**src/rtl/tmr_master_select.sv**
```systemverilog
module tmr_master_select #(
  parameter int W     = 8,
  parameter int CNT_W = 8
) (
  input  logic             clk,
  input  logic             rst_n,
  input  logic [W-1:0]     rep0_i,
  input  logic [W-1:0]     rep1_i,
  input  logic [W-1:0]     rep2_i,
  input  logic             peer_clr_i,
  output logic [W-1:0]     out_data_o,
  output logic             out_valid_o,
  output logic             fault_pulse_o,
  output logic             peer_mismatch_o,
  output logic [CNT_W-1:0] switch_count_o,
  output logic [2:0]       master_sel_o
);

  localparam logic [CNT_W-1:0] CNT_MAX = {CNT_W{1'b1}};

  logic [2:0]   ptr;
  logic [W-1:0] mst, pa, pb;
  logic         fault, peers_differ, sticky;
  logic [CNT_W-1:0] cnt;

  always_comb begin
    unique case (ptr)
      3'b010:  begin mst = rep1_i; pa = rep2_i; pb = rep0_i; end
      3'b100:  begin mst = rep2_i; pa = rep0_i; pb = rep1_i; end
      default: begin mst = rep0_i; pa = rep1_i; pb = rep2_i; end
    endcase
  end

  assign fault        = (mst != pa) && (mst != pb);
  assign peers_differ = (pa != pb);

  always_ff @(posedge clk or negedge rst_n) begin
    if (!rst_n)     ptr <= 3'b001;
    else if (fault) ptr <= {ptr[1:0], ptr[2]};
  end

  always_ff @(posedge clk or negedge rst_n) begin
    if (!rst_n)                       cnt <= '0;
    else if (fault && cnt != CNT_MAX) cnt <= cnt + 1'b1;
  end

  always_ff @(posedge clk or negedge rst_n) begin
    if (!rst_n)            sticky <= 1'b0;
    else if (peer_clr_i)   sticky <= 1'b0;
    else if (peers_differ) sticky <= 1'b1;
  end

  assign out_data_o      = fault ? '0 : mst;
  assign out_valid_o     = ~fault;
  assign fault_pulse_o   = fault;
  assign peer_mismatch_o = sticky;
  assign switch_count_o  = cnt;
  assign master_sel_o    = ptr;

  a_r4_onehot_ptr: assert property (@(posedge clk) disable iff (!rst_n)
    $onehot(master_sel_o));

  a_r4_rotate_on_fault: assert property (@(posedge clk) disable iff (!rst_n)
    fault_pulse_o |=> master_sel_o == {$past(master_sel_o[1:0]), $past(master_sel_o[2])});

  a_r4_hold_no_fault: assert property (@(posedge clk) disable iff (!rst_n)
    !fault_pulse_o |=> $stable(master_sel_o));

  a_r8_count_step: assert property (@(posedge clk) disable iff (!rst_n)
    (fault_pulse_o && switch_count_o != CNT_MAX) |=> switch_count_o == $past(switch_count_o) + 1'b1);

  a_r8_count_sat: assert property (@(posedge clk) disable iff (!rst_n)
    (switch_count_o == CNT_MAX) |=> switch_count_o == CNT_MAX);

  a_r7_sticky_holds: assert property (@(posedge clk) disable iff (!rst_n)
    (peer_mismatch_o && !peer_clr_i) |=> peer_mismatch_o);

  a_r7_clear_wins: assert property (@(posedge clk) disable iff (!rst_n)
    peer_clr_i |=> !peer_mismatch_o);

  a_r3_blank_on_fault: assert property (@(posedge clk) disable iff (!rst_n)
    fault_pulse_o |-> (!out_valid_o && out_data_o == '0));

endmodule

```
**config.mk**
```make
export PLATFORM = sky130hd
export DESIGN_NAME = tmr_master_select
export DESIGN_NICKNAME = d
export VERILOG_FILES = /design/src/rtl/tmr_master_select.sv
export SDC_FILE = /design/constraint.sdc
export NUM_CORES = 1
export LEC_CHECK = 0
export CORE_MARGIN = 2
export CORE_UTILIZATION = 52
export DETAILED_ROUTE_END_ITERATION = 6
export GPL_TIMING_DRIVEN = 0
export PLACE_DENSITY = 0.95
export SYNTH_ARGS = -nofsm -noshare
export SYNTH_HDL_FRONTEND = slang
export SYNTH_SLANG_ARGS = --single-unit
```
**constraint.sdc**
```tcl
create_clock -name clk -period 5.6 [get_ports clk]
set_input_delay 0.84 -clock clk [delete_from_list [all_inputs] [get_ports clk]]
set_output_delay 0.84 -clock clk [all_outputs]
set_load 0.02 [all_outputs]
```
==> summary.txt, run 1 <==
Clock network
  • Resize count post-CTS: 0
  • H-tree Lvls: 1
  • Hold_buf cts: 0
  • Clk buf depth: 2
  • Clock Tree Root: clkbuf_4
  • Post-CTS Setup Bufs: 0
  • Clock slew at reported path FFs: 0.07 ns
  • Worst-skew pair later-pin latency: 0.27 ns
  • Total CTS buffers: 3
  • Clock sinks: 12
  • CTS tree: yes

Placement
  • Post-DP HPWL: 3870 um
  • Gpl congestion: 1.03
  • I/O Buffers: 38

Synthesis
  • Avg Inst Size Synth: 7.46 sq um
  • Async SR Flop Fraction: 1.00
  • Synthesized instance count: 222
  • Post-synthesis sequential area ratio: 0.182
  • Primary FF master, synth: dfrtp_1
  • Post-synth EDFFs: 0
  • Yosys reg bits: 12
  • Distinct cells, synth: 53
  • Mapped cell area: 1660 sq um
  • Syn Nets: 250
  • Syn. warnings: 0

GRT
  • Total Routing Usage GR: 0.295
  • Met3 usage: 0.0682
  • Top Usage Layer GRT: met1
  • Remaining Overflow, GRT: 0
  • GRT met1 Usage: 0.446
  • Antenna violations before repair: 0
  • Met2 Usage GRT: 0.433
  • First-pass GRT wire length: 8140 um
  • Vias in the first global route: 1698
  • Largest net degree at the start of global routing: 13

Power and ir drop
  • PwrDens: 449 nW/um^2
  • Leakage: 0.751 nW
  • VDD IR-drop max: 0.262 mV

Detailed routing
  • Router iterations before antenna repair: 5
  • Drt wl/cell: 16.4 um
  • DRT Wirelength: 5060 um
  • 1st-iter DRT viols: 95
  • Vias: 1937
  • Number of vias per cell: 6.29
  • Remaining antenna violation count: 0
  • # DRC: 0

Timing
  • Fin crit share: 0.836
  • Clock Skew: 0.00743 ns
  • Final hold vios: 0
  • RSZ-0062 raised after global routing: no
  • Setup Viol. Count Final: 0
  • Worst-Margin Slew: 0.604 ns
  • Highest clock rate: 214 MHz
  • Min cycle time layout: 4.68 ns
  • Final Max Tran Viols: 0
  • Relative slew margins: 0.592
  • Setup TNS: 0 ns

Worst setup path
  • Crit Path Max Fanout: 10
  • WP data required: 4.76 ns
  • R2R depth: 7
  • Critical Path AT: 3.84 ns
  • Crit end category: primary output
  • Crit Path Class: in -> out
  • Crit path launch type: input port

Run status
  • Status: completed

Floorplanning
  • Chip Width: 60.4 um
  • Die Y: 60.4 um
  • FP Rows: 20
  • Core Box Area: 3050 sq um
  • Starting density of the core: 0.542
  • Full die area: 3650 sq um
  • I/O pins: 49

Hold path
  • Hold Crit Class: reg -> reg
  • Worst Hold Depth: 1

Final layout
  • Share of layout cells above drive strength 1: 0.0530
  • Area Overhead vs Synth: 27.9%
  • Nets: 293
  • Diodes inserted: 0
  • Final Util: 0.693

Run
  • MaxCap Viol Count: 0
## power by group
part	internal, W	switching (W)
logic	0.000305	0.000414
clock network	0.0000276	0.0000270
registers	0.000129	0.0000490
total	0.000462	0.000490
## placed cells by master, fill, tap and decap left out, drive strengths merged, types with 3 or more instances in the layout
| cell | synthesis | final |
|---|---|---|
| clkdlybuf4s50 | 0 | 38 |
| o21ai | 24 | 24 |
| xnor2 | 19 | 19 |
| nor2 | 18 | 18 |
| clkbuf | 13 | 17 |
| dfrtp | 11 | 11 |
| o22ai | 10 | 10 |
| xor2 | 10 | 10 |
| inv | 10 | 10 |
| nand2b | 9 | 9 |
| nand2 | 9 | 9 |
| a21oi | 9 | 9 |
| o221ai | 9 | 9 |
| nor2b | 7 | 7 |
| buf | 7 | 7 |
| nand4 | 5 | 5 |
| nor3 | 5 | 5 |
| a211oi | 4 | 4 |
| nand3 | 4 | 4 |
| mux2 | 4 | 4 |
| o2111ai | 3 | 3 |
## state kept, by name, summed over array words and instances (netlist names)
name,flops
peer_mismatch_o,1
master_sel_o,3
switch_count_o,8
## critical path: stages
cell and delay (ns):
clkdlybuf4s50_1 0.59, nand2b_1 0.16, or3b_1 0.40, nor4_1 0.41, o221ai_1 0.23, o31ai_4 0.13, buf_4 0.24, inv_2 0.10
nor2_1 0.12, clkdlybuf4s50_1 0.61
## cell type report
type / instances / area (sq um)
Tap cell: 44 / 55.1
Buffer: 20 / 91.3
Multi-Input combinational cell: 180 / 1220
Fill cell: 275 / 936
Clock buffer: 4 / 26.3
Timing Repair Buffer: 38 / 380
Sequential cell: 12 / 302
Inverter: 10 / 37.5
## cell families after synthesis
| kind of cell | after synthesis | synth area share |
|---|---|---|
| compound gates | 79 | 0.334 |
| buf+inv | 30 | 0.0779 |
| fa+ha+maj | 1 | 0.00756 |
| xor+xnor | 29 | 0.153 |
| simple gates | 67 | 0.218 |
| mux | 4 | 0.0272 |
| flops | 12 | 0.182 |
## metrics by stage
step                      std cells  cell area [sq um]  hold slack, ns  total power [W]  worst slack (ns)
after floorplan                 222               1660           0.544         0.000627              1.89
after global placement          304               2090           0.509         0.000873              1.06
after detailed placement        304               2090           0.520         0.000888              1.05
after CTS                       308               2120           0.531         0.000945              1.03
after global routing            308               2120           0.545          0.00102             0.878
final                           308               2120           0.524         0.000952             0.921
## worst paths after layout
kind                                          startpoint                       endpoint  slack (ns)
min reg2reg                switch_count_o[0]$_DFFE_PN0P_  switch_count_o[0]$_DFFE_PN0P_        0.52
max reg2reg                  master_sel_o[2]$_DFFE_PN0P_  switch_count_o[6]$_DFFE_PN0P_        2.97
max in group asynchronous                          rst_n    master_sel_o[0]$_DFFE_PN1P_        4.33
min                        switch_count_o[0]$_DFFE_PN0P_  switch_count_o[0]$_DFFE_PN0P_        0.52
min in group asynchronous                          rst_n  switch_count_o[2]$_DFFE_PN0P_        0.91
max                                            rep2_i[2]                  out_data_o[6]        0.92
## per-layer routing
layer,part of all wire,up-vias
met4,0.020,0
met3,0.12,15
met5,0,-
met2,0.43,127
li1,-,910
met1,0.43,885
## synthesized netlist by cell type, drive strengths merged, types with 3 or more instances
master,number,area share
o21ai,24,0.073
xnor2,19,0.10
nor2,18,0.041
clkbuf,13,0.029
dfrtp,11,0.17
inv,10,0.023
o22ai,10,0.038
xor2,10,0.053
a21oi,9,0.027
nand2,9,0.020
nand2b,9,0.034
o221ai,9,0.048
buf,7,0.026
nor2b,7,0.031
nand4,5,0.019
nor3,5,0.015
a211oi,4,0.018
mux2,4,0.027
nand3,4,0.012
o2111ai,3,0.016
Note: power is estimated with default switching activity, not from simulation.
==> run 2, diff against run 1 <==
--- a/config.mk
+++ b/config.mk
@@ -6,10 +6,10 @@
 export NUM_CORES = 1
 export LEC_CHECK = 0
 export CORE_MARGIN = 2
-export CORE_UTILIZATION = 52
+export CORE_UTILIZATION = 48
 export DETAILED_ROUTE_END_ITERATION = 6
 export GPL_TIMING_DRIVEN = 0
-export PLACE_DENSITY = 0.95
+export PLACE_DENSITY = 0.91
 export SYNTH_ARGS = -nofsm -noshare
 export SYNTH_HDL_FRONTEND = slang
 export SYNTH_SLANG_ARGS = --single-unit
==> constraint.sdc (replaced) <==
create_clock -name clk -period 4.64 [get_ports clk]
set_input_delay 0.696 -clock clk [delete_from_list [all_inputs] [get_ports clk]]
set_output_delay 0.696 -clock clk [all_outputs]
set_load 0.02 [all_outputs]
==> summary.txt, run 2 (synthesis gave the netlist of run 1 again) <==
Run status
  • Status: completed

GRT
  • Vias in the first global route: 1658 (-2.4%)
  • Remaining Overflow, GRT: 0 (unchanged)
  • Antenna violations before repair: 0 (unchanged)
  • First-pass GRT wire length: 8340 um (+2.5%)
  • Total Routing Usage GR: 0.265 (-0.0306)
  • Largest net degree at the start of global routing: 13 (unchanged)

Detailed routing
  • Number of vias per cell: 6.11 (-2.8%)
  • 1st-iter DRT viols: 161 (+69%)
  • Router iterations before antenna repair: 4 (-1)
  • DRT Wirelength: 5080 um (+0.38%)
  • Vias: 1895 (-2.2%)
  • Remaining antenna violation count: 0 (unchanged)
  • Drt wl/cell: 16.4 um (-0.27%)
  • # DRC: 0 (unchanged)

Placement
  • Post-DP HPWL: 4000 um (+3.4%)
  • Pre-CTS setup slack: 0.355 ns (-0.698 ns)
  • Gpl congestion: 0.957 (-7.1%)
  • I/O Buffers: 38 (unchanged)
  • Area after DPL: 2090 sq um (+0.12%)

Power and ir drop
  • VDD IR-drop max: 0.313 mV (+20%)
  • PwrDens: 546 nW/um^2 (+22%)
  • Total power: 0.00116 W (+22%)
  • Leakage: 0.757 nW (+0.80%)

Clock network
  • Clock Tree Root: clkbuf_4
  • Hold_buf cts: 0 (unchanged)
  • Clock sinks: 12 (unchanged)
  • CTS tree: yes
  • Worst-skew pair later-pin latency: 0.28 ns (about the same)
  • Post-CTS Setup Bufs: 0 (unchanged)
  • Total CTS buffers: 3 (unchanged)
  • Clock slew at reported path FFs: 0.07 ns (about the same)
  • H-tree Lvls: 1 (unchanged)
  • Resize count post-CTS: 0 (unchanged)
  • Clk buf depth: 2 (unchanged)

Hold path
  • Min-delay src: switch_count_o[0]$_DFFE_PN0P_
  • Worst Hold Path EP: switch_count_o[0]$_DFFE_PN0P_
  • Worst Hold Depth: 1 (unchanged)
  • Hold Crit Class: reg -> reg

Final layout
  • FILL cells: 312 (+13%)
  • Diodes inserted: 0 (unchanged)
  • Nets: 293 (unchanged)
  • Max FFs per register: 8 (unchanged)
  • Most frequent cells in the layout: 38 x clkdlybuf4s50_1, 23 x o21ai_0, 19 x xnor2_1, 18 x nor2_1, 13 x clkbuf_1
  • Leading cell type in the layout, fill and taps excluded: clkdlybuf4s50_1
  • Share of layout cells above drive strength 1: 0.0568 (+0.00379)
  • Final instance area: 2130 sq um (+0.59%)
  • Area Overhead vs Synth: 28.6%

Floorplanning
  • Core Box Area: 3340 sq um (+9.3%)
  • FP Rows: 21 (+5.0%)
  • Die Y: 62.7 um (+3.8%)
  • Chip Width: 62.7 um (+3.8%)
  • Starting density of the core: 0.496 (-0.0462)
  • I/O pins: 49 (unchanged)
  • Full die area: 3930 sq um (+7.8%)

Worst setup path
  • Crit Path Max Fanout: 10 (unchanged)
  • Crit Path Class: in -> out
  • Flop-to-flop setup slack: 2.04 ns (-0.93 ns)
  • Crit path launch type: input port
  • Reg-to-reg endpoint: master_sel_o[2]$_DFFE_PN0P_
  • WP data required: 3.94 ns (-0.82 ns)
  • Critical Path AT: 3.65 ns (-0.19 ns)
  • R2R depth: 7 (unchanged)
  • RR Startpoint: master_sel_o[1]$_DFFE_PN0P_
  • Crit end category: primary output

Run
  • MaxCap Viol Count: 0 (unchanged)

Timing
  • RSZ-0062 raised after global routing: no
  • Setup Viol. Count Final: 0 (unchanged)
  • Highest clock rate: 230 MHz
  • Final hold vios: 0 (unchanged)
  • Clock Skew: 0.00464 ns (-0.00279 ns)
  • Final WS setup: 0.299 ns (-0.622 ns)
  • Fin crit share: 0.936
  • Min cycle time layout: 4.34 ns
  • Relative slew margins: 0.628 (+0.0362)
  • Worst-Margin Slew: 0.551 ns (-0.0536 ns)
  • Final Max Tran Viols: 0 (unchanged)
  • Setup TNS: 0 ns (unchanged)
run 2: cell counts in the layout (fill, tap and decap cells not counted):
Identical to the previous run, type by type.
run 2: layout make-up:
class                   instances  area [sq um]  area share
flip-flops and latches         12           302       0.142
inverters                      10          37.5      0.0176
plain buffers                  20          91.3      0.0429
well taps                      46          57.6      0.0270
multi-input cells             180          1220       0.575
clock buffers                   4          36.3      0.0170
repair buffers                 38           380       0.179
run 2: worst max-delay path by stage:
stage,cells past startpoint,startpoint,to,slack (ns)
detailed placement,10,rep2_i[2],out_data_o[0],0.36
global placement,10,rep2_i[2],out_data_o[5],0.34
floorplan,9,rep1_i[4],out_data_o[0],1.21
finish,10,rep2_i[2],out_data_o[6],0.30
global route,10,rep2_i[2],out_data_o[5],0.20
CTS,10,rep2_i[2],out_data_o[5],0.35
run 2: where the power goes:
group	internal (W)	total, W	switching, W	leakage, nW
logic	0.000368	0.000867	0.000499	0.597
clock network	0.0000478	0.0000837	0.0000359	0.0210
registers	0.000155	0.000213	0.0000575	0.139
total	0.000572	0.00116	0.000592	0.757
run 2: through the flow:
step,hold slack [ns],utilization,std cells
6_report,0.517,0.638,310
3_3_place_gp,0.502,0.627,306
5_1_grt,0.556,0.638,310
2_1_floorplan,0.400,-,222
4_1_cts,0.523,0.638,310
3_5_place_dp,0.509,0.627,306
run 2: worst max-delay path: stages:
cell and delay (ns):
clkdlybuf4s50_1 0.62, nand2b_1 0.16, or3b_1 0.40, nor4_1 0.33, o221ai_1 0.23, o31ai_4 0.14, buf_4 0.24, inv_2 0.10
nor2_1 0.11, clkdlybuf4s50_1 0.60
run 2: metal layers:
layer,part of all wire,vias to the layer above,global-route usage,routed length [um]
li1,-,915,-,-
met1,0.45,868,0.403,2290
met2,0.44,106,0.395,2260
met3,0.10,6,0.0468,507
met4,0.0053,0,0.0417,27
met5,0,-,0,0
